[src/rtl/irq_cascade_pkg.sv]
package irq_cascade_pkg;

    // word addresses of the register port
    localparam int REG_LOC_STAT  = 0;
    localparam int REG_LOC_EN    = 1;
    localparam int REG_GLB_STAT  = 2;
    localparam int REG_GLB_SEN   = 3;
    localparam int REG_GLB_SIG   = 4;

    // global source positions
    localparam int GSRC_HOST     = 0;
    localparam int GSRC_SIBLING  = 1;

endpackage

[src/rtl/irq_regsel.sv]
module irq_regsel
    import irq_cascade_pkg::*;
#(
    parameter int ADDR_W   = 3,
    parameter int DATA_W   = 32,
    parameter int LOCAL_W  = 12,
    parameter int GLOBAL_W = 2
) (
    input  logic [ADDR_W-1:0]   addr_i,
    input  logic                wr_i,
    input  logic [LOCAL_W-1:0]  loc_stat_i,
    input  logic [LOCAL_W-1:0]  loc_en_i,
    input  logic [GLOBAL_W-1:0] glb_stat_i,
    input  logic [GLOBAL_W-1:0] glb_sen_i,
    input  logic [GLOBAL_W-1:0] glb_sig_i,
    output logic                loc_stat_wr_o,
    output logic                loc_en_wr_o,
    output logic                glb_stat_wr_o,
    output logic                glb_sen_wr_o,
    output logic                glb_sig_wr_o,
    output logic [DATA_W-1:0]   rdata_o
);

    logic hit_lstat, hit_len, hit_gstat, hit_gsen, hit_gsig;

    always_comb begin
        hit_lstat = (addr_i == ADDR_W'(REG_LOC_STAT));
        hit_len   = (addr_i == ADDR_W'(REG_LOC_EN));
        hit_gstat = (addr_i == ADDR_W'(REG_GLB_STAT));
        hit_gsen  = (addr_i == ADDR_W'(REG_GLB_SEN));
        hit_gsig  = (addr_i == ADDR_W'(REG_GLB_SIG));

        loc_stat_wr_o = wr_i & hit_lstat;
        loc_en_wr_o   = wr_i & hit_len;
        glb_stat_wr_o = wr_i & hit_gstat;
        glb_sen_wr_o  = wr_i & hit_gsen;
        glb_sig_wr_o  = wr_i & hit_gsig;

        rdata_o = '0;
        if (hit_lstat) rdata_o = DATA_W'(loc_stat_i);
        if (hit_len)   rdata_o = DATA_W'(loc_en_i);
        if (hit_gstat) rdata_o = DATA_W'(glb_stat_i);
        if (hit_gsen)  rdata_o = DATA_W'(glb_sen_i);
        if (hit_gsig)  rdata_o = DATA_W'(glb_sig_i);
    end

    // a write strobe never reaches two registers at once
    always_comb begin
        assert_one_target_R10: assert ($onehot0({loc_stat_wr_o, loc_en_wr_o,
                                                 glb_stat_wr_o, glb_sen_wr_o,
                                                 glb_sig_wr_o}));
    end

endmodule

[src/rtl/irq_local_bank.sv]
module irq_local_bank #(
    parameter int               LOCAL_W   = 12,
    parameter logic [LOCAL_W-1:0] IMPL_MASK = 12'hF0F
) (
    input  logic               clk_i,
    input  logic               rst_ni,
    input  logic [LOCAL_W-1:0] evt_i,
    input  logic               stat_wr_i,
    input  logic               en_wr_i,
    input  logic [LOCAL_W-1:0] wdata_i,
    output logic [LOCAL_W-1:0] stat_o,
    output logic [LOCAL_W-1:0] en_o,
    output logic               req_o
);

    typedef struct packed {
        logic [LOCAL_W-1:0] stat;
        logic [LOCAL_W-1:0] en;
    } loc_state_t;

    loc_state_t st_d, st_q;
    logic [LOCAL_W-1:0] stat_next;
    logic [LOCAL_W-1:0] clr_mask;

    assign clr_mask = stat_wr_i ? wdata_i : '0;

    // one sticky cell per implemented position, constant zero elsewhere
    for (genvar b = 0; b < LOCAL_W; b++) begin : g_bit
        if (IMPL_MASK[b]) begin : g_impl
            assign stat_next[b] = evt_i[b] | (st_q.stat[b] & ~clr_mask[b]);
        end else begin : g_hole
            assign stat_next[b] = 1'b0;
        end
    end

    always_comb begin
        st_d      = st_q;
        st_d.stat = stat_next;
        if (en_wr_i) begin
            st_d.en = wdata_i & IMPL_MASK;
        end
    end

    always_ff @(posedge clk_i or negedge rst_ni) begin
        if (!rst_ni) begin
            st_q <= '0;
        end else begin
            st_q <= st_d;
        end
    end

    assign stat_o = st_q.stat;
    assign en_o   = st_q.en;
    assign req_o  = |(st_q.stat & st_q.en);

    // an implemented event always lands, enables or not
    assert_evt_sets_R2: assert property (@(posedge clk_i) disable iff (!rst_ni)
        (|(evt_i & IMPL_MASK)) |=>
        ((stat_o & $past(evt_i & IMPL_MASK)) == $past(evt_i & IMPL_MASK)));

    // written ones without a coincident event are gone next cycle
    assert_w1c_R3: assert property (@(posedge clk_i) disable iff (!rst_ni)
        stat_wr_i |=> ((stat_o & $past(wdata_i & ~evt_i)) == '0));

    // with no write, pending bits never drop
    assert_sticky_R3: assert property (@(posedge clk_i) disable iff (!rst_ni)
        !stat_wr_i |=> ((stat_o & $past(stat_o)) == $past(stat_o)));

    // collision: event beats clear
    assert_evt_wins_R4: assert property (@(posedge clk_i) disable iff (!rst_ni)
        (stat_wr_i && (|(evt_i & wdata_i & IMPL_MASK))) |=>
        ((stat_o & $past(evt_i & wdata_i & IMPL_MASK)) != '0));

endmodule

[src/rtl/irq_global_bank.sv]
module irq_global_bank #(
    parameter int GLOBAL_W = 2
) (
    input  logic                clk_i,
    input  logic                rst_ni,
    input  logic [GLOBAL_W-1:0] src_i,
    input  logic                stat_wr_i,
    input  logic                sen_wr_i,
    input  logic                sig_wr_i,
    input  logic [GLOBAL_W-1:0] wdata_i,
    output logic [GLOBAL_W-1:0] stat_o,
    output logic [GLOBAL_W-1:0] sen_o,
    output logic [GLOBAL_W-1:0] sig_o,
    output logic                irq_o
);

    typedef struct packed {
        logic [GLOBAL_W-1:0] stat;
        logic [GLOBAL_W-1:0] sen;
        logic [GLOBAL_W-1:0] sig;
        logic                irq;
    } glb_state_t;

    glb_state_t st_d, st_q;

    always_comb begin
        st_d      = st_q;
        st_d.stat = src_i | (st_q.stat & ~(stat_wr_i ? wdata_i : '0));
        if (sen_wr_i) st_d.sen = wdata_i;
        if (sig_wr_i) st_d.sig = wdata_i;
        st_d.irq  = |(st_q.stat & st_q.sen & st_q.sig);
    end

    always_ff @(posedge clk_i or negedge rst_ni) begin
        if (!rst_ni) begin
            st_q <= '0;
        end else begin
            st_q <= st_d;
        end
    end

    assign stat_o = st_q.stat;
    assign sen_o  = st_q.sen;
    assign sig_o  = st_q.sig;
    assign irq_o  = st_q.irq;

    // a source asserted in a cycle is recorded, even against a clear
    assert_src_sets_R7: assert property (@(posedge clk_i) disable iff (!rst_ni)
        (|src_i) |=> ((stat_o & $past(src_i)) == $past(src_i)));

    // no source passes both masks: line is quiet next cycle
    assert_silence_R9: assert property (@(posedge clk_i) disable iff (!rst_ni)
        ((sen_o & sig_o) == '0) |=> !irq_o);

    // the line is only ever raised by pending global status
    assert_irq_cause_R8: assert property (@(posedge clk_i) disable iff (!rst_ni)
        irq_o |-> $past(|stat_o));

endmodule

[src/rtl/irq_cascade.sv]
module irq_cascade
    import irq_cascade_pkg::*;
#(
    parameter int               ADDR_W     = 3,
    parameter int               DATA_W     = 32,
    parameter int               LOCAL_W    = 12,
    parameter logic [LOCAL_W-1:0] LOCAL_IMPL = 12'hF0F,
    parameter int               GLOBAL_W   = 2
) (
    input  logic               clk_i,
    input  logic               rst_ni,
    input  logic [ADDR_W-1:0]  addr_i,
    input  logic [DATA_W-1:0]  wdata_i,
    input  logic               wr_i,
    output logic [DATA_W-1:0]  rdata_o,
    input  logic [LOCAL_W-1:0] evt_i,
    input  logic               sib_evt_i,
    output logic               irq_o
);

    localparam int SRC_PAD = GLOBAL_W - 2;

    logic                loc_stat_wr, loc_en_wr;
    logic                glb_stat_wr, glb_sen_wr, glb_sig_wr;
    logic [LOCAL_W-1:0]  loc_stat, loc_en;
    logic                host_req;
    logic [GLOBAL_W-1:0] glb_stat, glb_sen, glb_sig;
    logic [GLOBAL_W-1:0] glb_src;
    logic                unused_wdata_hi;

    assign unused_wdata_hi = ^wdata_i[DATA_W-1:LOCAL_W];

    always_comb begin
        glb_src               = '0;
        glb_src[GSRC_HOST]    = host_req;
        glb_src[GSRC_SIBLING] = sib_evt_i;
    end

    irq_regsel #(
        .ADDR_W   (ADDR_W),
        .DATA_W   (DATA_W),
        .LOCAL_W  (LOCAL_W),
        .GLOBAL_W (GLOBAL_W)
    ) u_regsel (
        .addr_i        (addr_i),
        .wr_i          (wr_i),
        .loc_stat_i    (loc_stat),
        .loc_en_i      (loc_en),
        .glb_stat_i    (glb_stat),
        .glb_sen_i     (glb_sen),
        .glb_sig_i     (glb_sig),
        .loc_stat_wr_o (loc_stat_wr),
        .loc_en_wr_o   (loc_en_wr),
        .glb_stat_wr_o (glb_stat_wr),
        .glb_sen_wr_o  (glb_sen_wr),
        .glb_sig_wr_o  (glb_sig_wr),
        .rdata_o       (rdata_o)
    );

    irq_local_bank #(
        .LOCAL_W   (LOCAL_W),
        .IMPL_MASK (LOCAL_IMPL)
    ) u_local (
        .clk_i     (clk_i),
        .rst_ni    (rst_ni),
        .evt_i     (evt_i),
        .stat_wr_i (loc_stat_wr),
        .en_wr_i   (loc_en_wr),
        .wdata_i   (wdata_i[LOCAL_W-1:0]),
        .stat_o    (loc_stat),
        .en_o      (loc_en),
        .req_o     (host_req)
    );

    irq_global_bank #(
        .GLOBAL_W (GLOBAL_W)
    ) u_global (
        .clk_i     (clk_i),
        .rst_ni    (rst_ni),
        .src_i     (glb_src),
        .stat_wr_i (glb_stat_wr),
        .sen_wr_i  (glb_sen_wr),
        .sig_wr_i  (glb_sig_wr),
        .wdata_i   (wdata_i[GLOBAL_W-1:0]),
        .stat_o    (glb_stat),
        .sen_o     (glb_sen),
        .sig_o     (glb_sig),
        .irq_o     (irq_o)
    );

    // a held host request keeps the global host bit set, clears notwithstanding
    assert_host_hold_R6: assert property (@(posedge clk_i) disable iff (!rst_ni)
        host_req |=> glb_stat[GSRC_HOST]);

    // pending local status is untouched by global enable writes
    assert_local_kept_R9: assert property (@(posedge clk_i) disable iff (!rst_ni)
        ((glb_sen_wr || glb_sig_wr) && !loc_stat_wr) |=>
        ((loc_stat & $past(loc_stat)) == $past(loc_stat)));

    initial begin
        assert_pad_R10: assert (SRC_PAD >= 0);
    end

endmodule

[config.mk]
export PLATFORM = sky130hd
export DESIGN_NAME = irq_cascade
export DESIGN_NICKNAME = d
export VERILOG_FILES = /design/src/rtl/irq_cascade_pkg.sv /design/src/rtl/irq_regsel.sv /design/src/rtl/irq_local_bank.sv /design/src/rtl/irq_global_bank.sv /design/src/rtl/irq_cascade.sv
export SDC_FILE = /design/constraint.sdc
export NUM_CORES = 1
export LEC_CHECK = 0
export ABC_AREA = 1
export BUFFER_PORTS_ARGS = -buffer_cell sky130_fd_sc_hd__buf_4
export CORE_UTILIZATION = 39
export DETAILED_ROUTE_END_ITERATION = 10
export GPL_TIMING_DRIVEN = 0
export PLACE_DENSITY = 0.76
export SLEW_MARGIN = 20
export SYNTH_ARGS = -nofsm -noshare
export SYNTH_HDL_FRONTEND = slang
export SYNTH_SLANG_ARGS = --single-unit
[constraint.sdc]
create_clock -name clk_i -period 0.9 [get_ports clk_i]
set_clock_uncertainty 0.15 [all_clocks]
set_input_delay 0.135 -clock clk_i [delete_from_list [all_inputs] [get_ports clk_i]]
set_output_delay 0.135 -clock clk_i [all_outputs]
set_load 0.01 [all_outputs]
# After elaboration in Yosys (flattened, before gate mapping)
# Index checks and enable logic that the tools add are counted.
classes:
  eq_ne: 4
  n_mux: 7
  bitwise: 35
  n_reduce_logical: 3
ops:
  columns: ["cell", "count"]
  rows:
  - ["12-bit 2-to-1 mux", 6]
  - ["1-bit bitwise AND", 13]
  - ["12-bit bitwise AND", 1]
  - ["12-bit OR reduction", 1]
  - ["1-bit inverter", 8]
  - ["1-bit bitwise OR", 8]
  - ["2-bit bitwise AND", 3]
  - ["3-bit by 2-bit equality test with 1-bit output (second input constant)", 2]
  - ["3-bit by 1-bit equality test with 1-bit output (second input constant)", 1]
  - ["3-bit equality test (second input constant)", 1]
  - ["3-bit zero test", 1]
  - ["2-bit 2-to-1 mux", 1]
  - ["2-bit inverter", 1]
  - ["2-bit bitwise OR", 1]
  - ["2-bit OR reduction", 1]
word_totals:
  reg_bits: 23
  out_inout_bits: 33
  wordCells: 55

# Depth between registers and ports, before layout
logic_depth:
  word_depth: 6
  mapped_depth: 6

# Hierarchy
# A second synthesis with hierarchy kept.
unflattened:
  cells_unflattened: 200
  area_unflattened_um2: 1517.7
by_module_without_submodules:
  columns: ["mod", "n_inst", "cells_each", "area_each_um2", "seq_area_each_um2"]
  rows:
  - ["irq_local_bank", 1, 82, 726.9, 400.4]
  - ["irq_regsel", 1, 88, 521.8, 0.0]
  - ["irq_global_bank", 1, 30, 269.0, 175.2]

# Worst setup path before layout
# Ideal clock, no wire load.
synth_timing:
  kind: "reg-to-output"
  from: "reg u_local.st_q, in the netlist u_local.stat_o[0]"
  to: "out rdata_o[0]"
  arrival_ns: 0.709
  t_required_ns: 0.615
  setup_slack_ns: -0.094
  path_stages_with_launch: 5
  path_buffers: 0
  cell_sequence: "dfrtp_1 > o21ai_0 > nand2_1 > nand2_1 > nand3_1"
synth_via:
  elab_chain_len: 5
synth_rtl:
  columns: ["item", "line", "source"]
  rows:
  - ["start, declared", "irq_local_bank.sv:21", "loc_state_t st_d, st_q;"]
  - ["start signal, assigned", "irq_local_bank.sv:48", "st_q <= st_d;"]
  - ["12-bit 2-to-1 mux", "irq_regsel.sv:40", "if (hit_lstat) rdata_o = DATA_W'(loc_stat_i);"]
  - ["12-bit 2-to-1 mux", "irq_regsel.sv:41", "if (hit_len) rdata_o = DATA_W'(loc_en_i);"]
  - ["12-bit 2-to-1 mux", "irq_regsel.sv:42", "if (hit_gstat) rdata_o = DATA_W'(glb_stat_i);"]
  - ["12-bit 2-to-1 mux", "irq_regsel.sv:43", "if (hit_gsen) rdata_o = DATA_W'(glb_sen_i);"]
  - ["12-bit 2-to-1 mux", "irq_regsel.sv:44", "if (hit_gsig) rdata_o = DATA_W'(glb_sig_i);"]
  - ["end, declared", "irq_cascade.sv:15", "output logic [DATA_W-1:0] rdata_o,"]
# Every way passes these cells.

# Final worst setup path
layout_timing:
  from: "reg u_global.st_q, in the netlist u_global.stat_o[1]"
  to: "out rdata_o[1]"
layout_via:
  elab_chain_len: 3
layout_rtl:
  columns: ["item", "line", "source"]
  rows:
  - ["start, declared", "irq_global_bank.sv:24", "glb_state_t st_d, st_q;"]
  - ["start signal, assigned", "irq_global_bank.sv:38", "st_q <= st_d;"]
  - ["12-bit 2-to-1 mux", "irq_regsel.sv:42", null]
  - ["12-bit 2-to-1 mux", "irq_regsel.sv:43", null]
  - ["12-bit 2-to-1 mux", "irq_regsel.sv:44", null]
# Every way passes these cells.

==> impl_metrics.py <==
metrics = {
    "route": {
        "routed_wl_microns": 3500,
        "vias_per_cell": 4.39,
        "ant_nets": 0,
        "dr.pass1.iters": 4,
        "drt_iter0_markers": 28,
        "wire_per_inst_microns": 10.8,
        "vias": 1422,
        "route.detailed.drc": 0,
    },
    "yosys": {
        "synth-simple-area-share": 0.356,
        "synth_xor_area_frac": 0,
        "synth_top_family_by_area": "simple AND/OR/NAND/NOR gates",
        "synth-compound-area-share": 0.0390,
        "synth_adder_area_share": 0,
        "synth_area_per_cell_sq_um": 7.54,
        "synth_edf_count": 0,
        "postSynthCellCount": 187,
        "synth-async-reset-ratio": 1.00,
        "synthMuxAreaShare": 0,
        "synth_warnings": 0,
        "synth-seq-cells": 23,
        "synth_cell_type_count": 20,
        "ys.flop_type": "dfrtp_1",
        "mappedNetlistArea_sq_um": 1410,
        "seq_area_frac_synth": 0.408,
    },
    "critical_path": {
        "critPathMaxFanout": 2,
        "r2r_cells": 5,
        "timing.setup.critical_path_class": "reg -> out",
        "crit_path_end_kind": "primary output",
        "slowest_delay_ps": 400,
        "crit_slowest_cell": "dfrtp_1",
        "cp.depth": 5,
        "worstPathArrival_ps": 1190,
        "path_buf_inv": 2,
        "cp-start-kind": "register",
        "cp_cell_sequence": "inv_1 > o211ai_1 > nand2_1 > nand3_2 > buf_6",
        "cp_top_family": "flip-flops",
        "worstPathRequired_ps": 610,
    },
    "pwr": {
        "cellPowerDensity_nw_per_um2": 1150,
        "p_seq_frac": 0.472,
        "clkPwrFrac": 0.186,
        "combPwrFrac": 0.342,
        "switching_share": 0.312,
        "peakVddDrop_mv": 0.673,
        "internal_power_mw": 1.82,
        "p_sw_mw": 0.825,
        "p_leak_nw": 1.24,
        "p_total_mw": 2.64,
    },
    "die": {
        "die_area_sq_um": 3860,
        "start_util": 0.416,
        "die_x_microns": 62.1,
        "num_rows": 21,
        "boundaryPins": 84,
        "dieHeight_microns": 62.1,
        "core_area_sq_um": 3390,
    },
    "placed_design": {
        "gp_routability_congestion": 0.815,
        "hpwl_microns": 2170,
        "io_buffers": 31,
        "place_ws_ps": -408,
    },
    "sta": {
        "rsz0062_at_grt": "yes",
        "slew_viol_final": 0,
        "setup-violations-final": 20,
        "finalCritPeriodShare": 1.64,
        "finalCriticalPeriod_ps": 1470,
        "hold_slack_ps": -71.9,
        "setup_ws_ps": -572,
        "final-hold-violation-count": 10,
        "max_freq_ghz": 0.680,
        "tns_ps": -4120,
    },
    "cells_and_area": {
        "antenna_cells": 0,
        "area_delta_synth_final_pct": 62.4,
        "fin_nets": 330,
        "final_core_util": 0.676,
        "fillers": 280,
        "drive_gt1_frac": 0.410,
    },
    "clock_network": {
        "cts_hold_buf": 17,
        "clock-sinks": 23,
        "numCtsBuffers": 3,
        "clkLatencyLatePin_ps": 320,
        "clock-root-buffer": "clkbuf_4",
        "clock_path_buffers": 2,
        "cts_tree": "done",
        "cts.clk_slew.worst_paths_ps": 120,
        "htree_levels": 1,
    },
    "job": {
        "cap_violations": 0,
    },
    "global_routing": {
        "antenna_found_initial": 0,
        "globalRouteOverflowTotal": 0,
        "grt_pass1_wl_microns": 5550,
        "gr-usage-met1": 0.235,
        "gr-usage-met3": 0.0184,
        "grt.total_usage": 0.180,
        "grtUsageMet2": 0.298,
        "top_usage_layer": "met2",
        "grt_max_degree": 24,
        "grt_pass1_vias": 1312,
    },
    "hold_path": {
        "hold_class": "in -> reg",
        "worstHoldPathCells": 4,
    },
    "run_status": {
        "violations": "hold timing, setup timing",
        "status": "finished, violations left",
    },
}
==> state kept, by name, indices dropped and copies added (netlist names) <==
name,count
u_global.sen_o,2
u_local.stat_o,8
u_global.irq_o,1
u_local.en_o,8
u_global.stat_o,2
u_global.sig_o,2
==> cells in the mapped netlist, types with 2 or more instances <==
library cell | number | area (sq um)
buf_4 | 24 | 180
buf_6 | 2 | 22.5
dfrtp_1 | 23 | 576
inv_1 | 14 | 52.6
inv_2 | 2 | 7.51
nand2_1 | 77 | 289
nand3_1 | 20 | 100
nand4_1 | 2 | 12.5
nor2_1 | 2 | 7.51
nor2_4 | 2 | 22.5
nor3_2 | 2 | 20.0
nor3_4 | 2 | 32.5
o211ai_1 | 2 | 15.0
o21ai_0 | 2 | 10.0
o21ai_1 | 6 | 30.0
==> path summary, 6_finish.rpt <==
check	startpoint	end	slack, ps
max	u_global.stat_o[1]$_DFF_PN0_	rdata_o[1]	-570
min	wdata_i[1]	u_local.stat_o[1]$_DFF_PN0_	-70
max reg2reg	u_local.stat_o[8]$_DFF_PN0_	u_global.stat_o[0]$_DFF_PN0_	-230
min reg2reg	u_global.sen_o[0]$_DFFE_PN0P_	u_global.sen_o[0]$_DFFE_PN0P_	400
max in group asynchronous	rst_ni	u_local.en_o[11]$_DFFE_PN0P_	270
min in group asynchronous	rst_ni	u_global.sen_o[1]$_DFFE_PN0P_	90
==> final cells by class <==
type | instances | area (sq um) | area share
plain buffers | 27 | 214 | 0.0934
clock buffers | 4 | 26.3 | 0.0115
inverters | 17 | 66.3 | 0.0290
multi-input cells | 143 | 741 | 0.323
flip-flops and latches | 23 | 576 | 0.251
well taps | 46 | 57.6 | 0.0251
repair buffers | 64 | 609 | 0.266
==> per-layer routing <==
layer	vias to the layer above	routed length (microns)
met5	-	0
met1	657	1500
met3	5	122
li1	724	-
met2	36	1830
met4	0	55
==> cells by family (layout without fill, tap and decap cells) <==
kind of cell           count (synthesis)  count (layout)
AND/OR/NAND/NOR                      109             109
other                                  1              24
flip-flops                            23              23
AO/OA/AOI/OAI                         10              10
buffers and inverters                 44             112
==> tightest hold or removal path, cell delays in order <==
cell and delay [ps]:
buf_4 100, nand2_1 50, nand2_1 50, nand2_1 40
==> power groups by stage <==
stage          clock network (mW)  registers (mW)  logic (mW)
6_report                    0.491            1.25       0.904
5_1_grt                     0.542            1.26       0.984
4_1_cts                     0.497            1.23       0.788
3_5_place_dp                    0            1.26       0.632
3_3_place_gp                    0            1.26       0.620
2_1_floorplan                   0            1.24       0.402
==> layout by cell type (no fill, tap or decap), types with 9 or more instances in the layout <==
cell	Yosys	routed
conb_1	1	24
nand2_1	77	63
buf_6	2	20
inv_1	14	13
nand2_2	1	13
dlygate4sd3_1	0	16
nand3_2	0	9
buf_4	24	53
nand3_1	20	11
dfrtp_1	23	23
==> per-stage QoR <==
| stage | instance area [sq um] | std cells |
|---|---|---|
| 4_1_cts | 2160 | 321 |
| 3_5_place_dp | 1820 | 287 |
| 2_1_floorplan | 1530 | 210 |
| 6_report | 2290 | 324 |
| 5_1_grt | 2290 | 324 |
| 3_3_place_gp | 1820 | 287 |
==> what timing repair did <==
item / in CTS / in global routing
resized for setup: 13 / 25
hold endpoints to repair: 45 / 10
pin swaps: 8 / 22
setup endpoints to repair: 18 / 27
buffers inserted: 13 / 5
gates cloned: 0 / 0
(Power assumes the default switching activity.)
